## config.mk

```make
export PLATFORM = sky130hd
export DESIGN_NAME = fracn_fb_divider
export DESIGN_NICKNAME = d
export VERILOG_FILES = /design/src/rtl/fdiv_pkg.sv /design/src/rtl/fdiv_rule_check.sv /design/src/rtl/fdiv_frac_acc.sv /design/src/rtl/fdiv_prescale.sv /design/src/rtl/fdiv_cycle_seq.sv /design/src/rtl/fracn_fb_divider.sv
export SDC_FILE = /design/constraint.sdc
export NUM_CORES = 1
export LEC_CHECK = 0
export ABC_AREA = 1
export BUFFER_PORTS_ARGS = -buffer_cell sky130_fd_sc_hd__buf_2
export CAP_MARGIN = 5
export CORE_AREA = 2 2 70 72
export DETAILED_ROUTE_END_ITERATION = 6
export DIE_AREA = 0 0 72 74
export GPL_TIMING_DRIVEN = 0
export PLACE_DENSITY = 0.7
export SLEW_MARGIN = 20
export SYNTH_ARGS = -nofsm -noshare
export SYNTH_HDL_FRONTEND = slang
export SYNTH_SLANG_ARGS = --single-unit
```

## constraint.sdc

```tcl
create_clock -name clk -period 5.76 [get_ports clk]
set_clock_uncertainty 0.15 [all_clocks]
set_input_delay 0.576 -clock clk [delete_from_list [all_inputs] [get_ports clk]]
set_output_delay 0.576 -clock clk [all_outputs]
set_load 0.05 [all_outputs]
```

## src/rtl/fdiv_pkg.sv

```systemverilog
package fdiv_pkg;

   // number of extra input clocks added to a nominal P-clock period
   typedef logic [1:0] stretch_t;

   function automatic stretch_t stretch(input logic swallow, input logic extend);
      return stretch_t'({1'b0, swallow}) + stretch_t'({1'b0, extend});
   endfunction

endpackage

```

## src/rtl/fdiv_rule_check.sv

```systemverilog
module fdiv_rule_check #(
   parameter int PRE = 32,
   parameter int M_W = 10,
   parameter int A_W = 5
) (
   input  logic [M_W-1:0] m,
   input  logic [A_W-1:0] a,
   output logic           bad
);
   localparam int R_W   = M_W + $clog2(PRE) + 2;
   localparam int FLOOR = PRE * PRE;

   logic [R_W-1:0] ratio;
   logic           swallow_high;
   logic           ratio_low;

   always_comb begin
      ratio        = R_W'(PRE) * R_W'(m) + R_W'(a);
      swallow_high = R_W'(a) > R_W'(m);
      ratio_low    = ratio < R_W'(FLOOR);
      bad          = swallow_high | ratio_low;
   end
endmodule

```

## src/rtl/fdiv_frac_acc.sv

```systemverilog
module fdiv_frac_acc #(
   parameter int F_W = 5
) (
   input  logic           clk,
   input  logic           rst_n,
   input  logic           load,
   input  logic [F_W-1:0] f,
   output logic           carry
);
   logic [F_W-1:0] acc;
   logic [F_W:0]   sum;

   always_comb begin
      sum   = {1'b0, acc} + {1'b0, f};
      carry = sum[F_W];
   end

   always_ff @(posedge clk or negedge rst_n) begin
      if (!rst_n)    acc <= '0;
      else if (load) acc <= sum[F_W-1:0];
   end

   // with a zero numerator the accumulator must not move
   assert_acc_still_R2: assert property (@(posedge clk) disable iff (!rst_n)
      (load && f == '0) |=> $stable(acc));
endmodule

```

## src/rtl/fdiv_prescale.sv

```systemverilog
module fdiv_prescale #(
   parameter int PRE = 32
) (
   input  logic                clk,
   input  logic                rst_n,
   input  logic                reload,
   input  fdiv_pkg::stretch_t  extra,
   output logic                period_end
);
   localparam int C_W = $clog2(PRE + 2);

   logic [C_W-1:0] cnt;

   always_ff @(posedge clk or negedge rst_n) begin
      if (!rst_n)      cnt <= '0;
      else if (reload) cnt <= C_W'(PRE - 1) + C_W'(extra);
      else             cnt <= cnt - 1'b1;
   end

   assign period_end = (cnt == '0);

   // a period is never longer than P plus two stretch clocks
   assert_cnt_range_R3: assert property (@(posedge clk) disable iff (!rst_n)
      cnt <= C_W'(PRE + 1));
endmodule

```

## src/rtl/fdiv_cycle_seq.sv

```systemverilog
module fdiv_cycle_seq #(
   parameter int M_W = 10,
   parameter int A_W = 5
) (
   input  logic                clk,
   input  logic                rst_n,
   input  logic [M_W-1:0]      m,
   input  logic [A_W-1:0]      a,
   input  logic                carry,
   input  logic                period_end,
   output logic                load,
   output logic                reload,
   output fdiv_pkg::stretch_t  extra,
   output logic                cycle_end,
   output logic                mod_ctl
);
   logic           run;
   logic [M_W-1:0] per_left;
   logic [A_W-1:0] sw_left;
   logic           ext;
   logic [M_W-1:0] m_eff;
   logic [A_W-1:0] a_eff;
   logic [A_W-1:0] nsw;
   logic           last;

   always_comb begin
      m_eff     = (m == '0) ? M_W'(1) : m;
      a_eff     = (M_W'(a) > m_eff) ? A_W'(m_eff) : a;
      nsw       = sw_left - A_W'(sw_left != '0);
      last      = (per_left == M_W'(1));
      cycle_end = run && period_end && last;
      load      = !run || cycle_end;
      reload    = !run || period_end;
      if (load) extra = fdiv_pkg::stretch(a_eff != '0, (m_eff == M_W'(1)) && carry);
      else      extra = fdiv_pkg::stretch(nsw != '0, (per_left == M_W'(2)) && ext);
      mod_ctl   = run && (sw_left != '0);
   end

   always_ff @(posedge clk or negedge rst_n) begin
      if (!rst_n) begin
         run      <= 1'b0;
         per_left <= '0;
         sw_left  <= '0;
         ext      <= 1'b0;
      end else if (load) begin
         run      <= 1'b1;
         per_left <= m_eff;
         sw_left  <= a_eff;
         ext      <= carry;
      end else if (period_end) begin
         per_left <= per_left - 1'b1;
         sw_left  <= nsw;
      end
   end

   // swallow periods never outnumber the periods left
   assert_swallow_bound_R10: assert property (@(posedge clk) disable iff (!rst_n)
      run |-> (M_W'(sw_left) <= per_left));
   // the output pulse is one clock wide
   assert_pulse_narrow_R6: assert property (@(posedge clk) disable iff (!rst_n)
      cycle_end |=> !cycle_end);
   // counters hold between period boundaries
   assert_hold_mid_R7: assert property (@(posedge clk) disable iff (!rst_n)
      (run && !period_end) |=> ($stable(per_left) && $stable(sw_left) && $stable(ext)));
endmodule

```

## src/rtl/fracn_fb_divider.sv

```systemverilog
module fracn_fb_divider #(
   parameter bit HIGH_BAND = 1'b1,
   parameter int M_W       = 10,
   parameter int A_W       = 5,
   parameter int F_W       = 5
) (
   input  logic           clk,
   input  logic           rst_n,
   input  logic [M_W-1:0] cfg_m,
   input  logic [A_W-1:0] cfg_a,
   input  logic [F_W-1:0] cfg_f,
   output logic           div_out,
   output logic           mod_ctl,
   output logic           cfg_bad
);
   localparam int PRE = HIGH_BAND ? 32 : 16;

   generate
      if (M_W < A_W) begin : g_chk_mw
         $error("M_W must be at least A_W");
      end
      if (A_W > $clog2(PRE) + 1) begin : g_chk_aw
         $error("A_W too wide for the prescale value");
      end
      if (F_W < 1) begin : g_chk_fw
         $error("F_W must be positive");
      end
   endgenerate

   logic               load;
   logic               reload;
   logic               carry;
   logic               period_end;
   fdiv_pkg::stretch_t extra;

   fdiv_frac_acc #(.F_W(F_W)) i_acc (
      .clk(clk), .rst_n(rst_n), .load(load), .f(cfg_f), .carry(carry));

   fdiv_prescale #(.PRE(PRE)) i_pre (
      .clk(clk), .rst_n(rst_n), .reload(reload), .extra(extra),
      .period_end(period_end));

   fdiv_cycle_seq #(.M_W(M_W), .A_W(A_W)) i_seq (
      .clk(clk), .rst_n(rst_n), .m(cfg_m), .a(cfg_a), .carry(carry),
      .period_end(period_end), .load(load), .reload(reload), .extra(extra),
      .cycle_end(div_out), .mod_ctl(mod_ctl));

   fdiv_rule_check #(.PRE(PRE), .M_W(M_W), .A_W(A_W)) i_rule (
      .m(cfg_m), .a(cfg_a), .bad(cfg_bad));

   // a swallow count above the main count is always flagged
   assert_flag_swallow_R8: assert property (@(posedge clk) disable iff (!rst_n)
      ({{(M_W-A_W){1'b0}}, cfg_a} > cfg_m) |-> cfg_bad);
endmodule

```

==> summary.txt <==
Setup path
  • CP endpoint kind: flop
  • Critical Path Max Stage Delay: roughly 270 ps
  • CP required: 5780 ps
  • Most used cell, CP: nand2_1
  • Crit path max fanout: 6
  • CP Launch Type: input pin
  • Cell family with most CP delay: simple AND/OR/NAND/NOR gates
  • Slowest CP cell: ha_1
  • Arr. time, crit path: around 3100 ps
  • Buf/Inv on CP: 2
  • Critical Path, Cell by Cell: buf_2, nor2_1, nand3_1, nor2_1, nor2_1, inv_1, ha_1, o21bai_1, nand3_1, nand2_1, nand2_1, nand2_1, nand2_1, nor2_1, nand2_1, ha_1, nand2_1, and2_1, ha_1, nand2_1, o21ai_0
  • Critical path class: input pin to flop

Place
  • Final HPWL DP: approximately 3.6 mm
  • GPL Wtd Cong: about 0.90
  • Placed cells: around 390
  • Port bufs: 24

STA
  • Fmax: 321 MHz
  • Finish-stage setup viols: 0
  • Crit path time final: 3110 ps
  • Fin crit share: 54.1%
  • Worst slew margin: ~58%
  • Slew Limit Fails: 0
  • RSZ-0062 raised after global routing: false
  • TNS Setup: 0 ps
  • Fin. Hold Viols: 0
  • Worst-Margin Slew: between 600 and 700 ps

Synth
  • Synthesized area: 0.00221 sq mm
  • EDFF count, synth: 0
  • Asr flop ratio synth: 100%
  • Post-synthesis cell count: 308
  • Main flop type after synthesis: dfrtp_1
  • Synth unique cells: 32
  • #FFs+latches synth: 28
  • Seq/Total Area, Yosys: 31.7%
  • Synth warnings: 0
  • Synth area leader: dfrtp_1
  • Top cells by count, synth: 102 x nand2_1, 34 x inv_1, 28 x dfrtp_1
  • Syn nets: 352
  • Most numerous cell in the Yosys netlist: nand2_1
  • Synth top area cells: dfrtp_1 32%, nand2_1 17%, ha_1 12%
  • Top-area cell type share of the netlist area: 31.7%
  • Mean Syn Cell Area: slightly above 7 sq um

Drt
  • Drt first-iter violations: 100
  • Antenna Nets Post-Route: 0
  • Drc violations: 0
  • Post-Route WL: roughly 4.6 mm
  • Post-DR wirelength/cell: 11.8 um
  • DRT Pass-1 Iters: 4
  • Number of vias per cell: 5.01
  • DR vias: 1,954

Global routing
  • Vias in the first global route: 1,926
  • Initial antenna violation count: 0
  • Total Routing Usage GR: 19.1%
  • Grt total ovfl: 0
  • Largest net degree at the start of global routing: 29
  • Global-route wire length before repair: approximately 8.2 mm

Clock network
  • Worst skew pair latency: 280 ps
  • Reg clk slew, reported paths: ~100 ps
  • CTS root buffer: clkbuf_8
  • H-tree levels: 1
  • Clk sink count: 28
  • CTS tree: built
  • TritonCTS Buffers: 3
  • Max clock buf depth: 2
  • Postcts setup bufs: 0
  • PostCTS Resize Cnt: 0
  • Cts hold-fix bufs: 0

Floorplan
  • Die Y: 74 um
  • Area of the core: 0.00460 sq mm
  • I/O Pins: 25
  • Starting Density: 48.1%
  • Num rows: 25
  • Total die area: about 0.0053 sq mm
  • Die X: between 70 and 80 um

Layout
  • Fin nets: 381
  • Post-route insts no fill: 390
  • Area growth syn-to-layout: 11.7%
  • Share of cells above drive strength 1: roughly 14%
  • Antenna cells: 0

Power
  • Leakage Power: 1.34 nW
  • P per Cell Area: ~330 mW/mm^2
  • Maximum vdd ir drop: about 170 uV

Job
  • Max-cap viol count: 0

Hold path
  • Worst Hold Class: input pin to asynchronous set/reset pin

Outcome
  • Run status: finished clean
report_power, final:
part | leakage [nW] | internal [mW] | switching [mW]
Clock | 0.0357 | 0.0931 | 0.0648
Combinational | 0.971 | 0.139 | 0.198
Sequential | 0.334 | 0.259 | 0.0521
Total | 1.34 | 0.491 | 0.315
logic make-up (layout without fill, tap and decap cells):
| group | Yosys count | after routing | synth area share, % |
|---|---|---|---|
| multiplexers | 1 | 1 | 0.453 |
| other | 1 | 1 | 0.170 |
| flip-flops | 28 | 28 | 31.7 |
| AO/OA/AOI/OAI | 27 | 27 | 7.02 |
| buffers and inverters | 45 | 73 | 8.77 |
| XOR/XNOR | 17 | 17 | 6.73 |
| adder cells (fa/ha/maj) | 22 | 22 | 12.8 |
| AND/OR/NAND/NOR | 167 | 167 | 32.4 |
sequential cells by signal, summed over array words and instances, names as in the netlist:
| name | flops |
|---|---|
| i_seq.ext | 1 |
| i_acc.acc | 5 |
| i_seq.sw_left | 5 |
| i_seq.run | 1 |
| i_pre.cnt | 6 |
| i_seq.per_left | 10 |
worst register-to-register path, cell delays in order, from the launching register on:
cell and delay [ps]:
dfrtp_1 430, nor2_1 160, nand3_1 130, ha_1 220, ha_1 210, nand2_1 90, xor2_1 200, nand3_1 110
ha_1 280, nand2_1 60, and2_1 190, ha_1 180, nand2_1 120, o21ai_0 100
per-stage QoR:
step	instance area, sq um	setup slack [ps]	power (mW)	hold WS (ps)	utilization (%)
floorplan	2210	2850	0.574	130	-
global placement	2400	2440	0.640	319	52.2
detailed placement	2400	2370	0.651	338	52.2
CTS	2470	2660	0.811	182	53.7
global route	2470	2270	0.882	199	53.7
finish	2470	2650	0.806	154	53.7
worst paths after layout:
kind                                        from                end  slack [ps]  cells after the start
worst max-delay path                    cfg_m[7]       i_pre.cnt[2]        2650                     21
worst min-delay path                       rst_n  i_seq.per_left[0]         150                      1
worst max register to register  i_seq.sw_left[2]       i_pre.cnt[2]        3010                     13
worst min register to register      i_acc.acc[2]       i_acc.acc[2]         360                      2
max in group asynchronous                  rst_n       i_acc.acc[4]        4900                      1
min in group clk                    i_acc.acc[2]       i_acc.acc[2]         360                      2
layout by cell type, fill, tap and decap left out, drive strengths merged:
| cell | netlist | routed |
|---|---|---|
| o21bai | 1 | 1 |
| mux2i | 1 | 1 |
| nand4 | 4 | 4 |
| bufinv | 0 | 1 |
| or2 | 1 | 1 |
| a21oi | 1 | 1 |
| nand3 | 27 | 27 |
| conb | 1 | 1 |
| and3 | 1 | 1 |
| buf | 5 | 29 |
| inv | 38 | 38 |
| dfrtp | 28 | 28 |
| clkbuf | 2 | 5 |
| fa | 1 | 1 |
| o211ai | 1 | 1 |
| xnor2 | 7 | 7 |
| and2 | 1 | 1 |
| nor2 | 27 | 27 |
| o221ai | 1 | 1 |
| o21ai | 23 | 23 |
| nand2 | 103 | 103 |
| ha | 21 | 21 |
| nor3 | 3 | 3 |
| xor2 | 10 | 10 |
layout make-up:
type                       instances  area, sq um
buffer                             7         51.3
clock buffer                       3         41.3
timing repair buffer              24          120
fill                             466         2130
multi-input combinational        235         1320
tap                               54         67.6
clock inverter                     1         30.0
inverter                          38          143
sequential                        28          701
routing by layer:
metal	up-vias	part of all wire, %	GRT usage, %
met4	0	0.72	3.77
li1	1032	-	-
met1	888	48	25.2
met3	2	3.7	1.76
met5	-	0	0
met2	32	47	34.7
(Power assumes the default switching activity.)
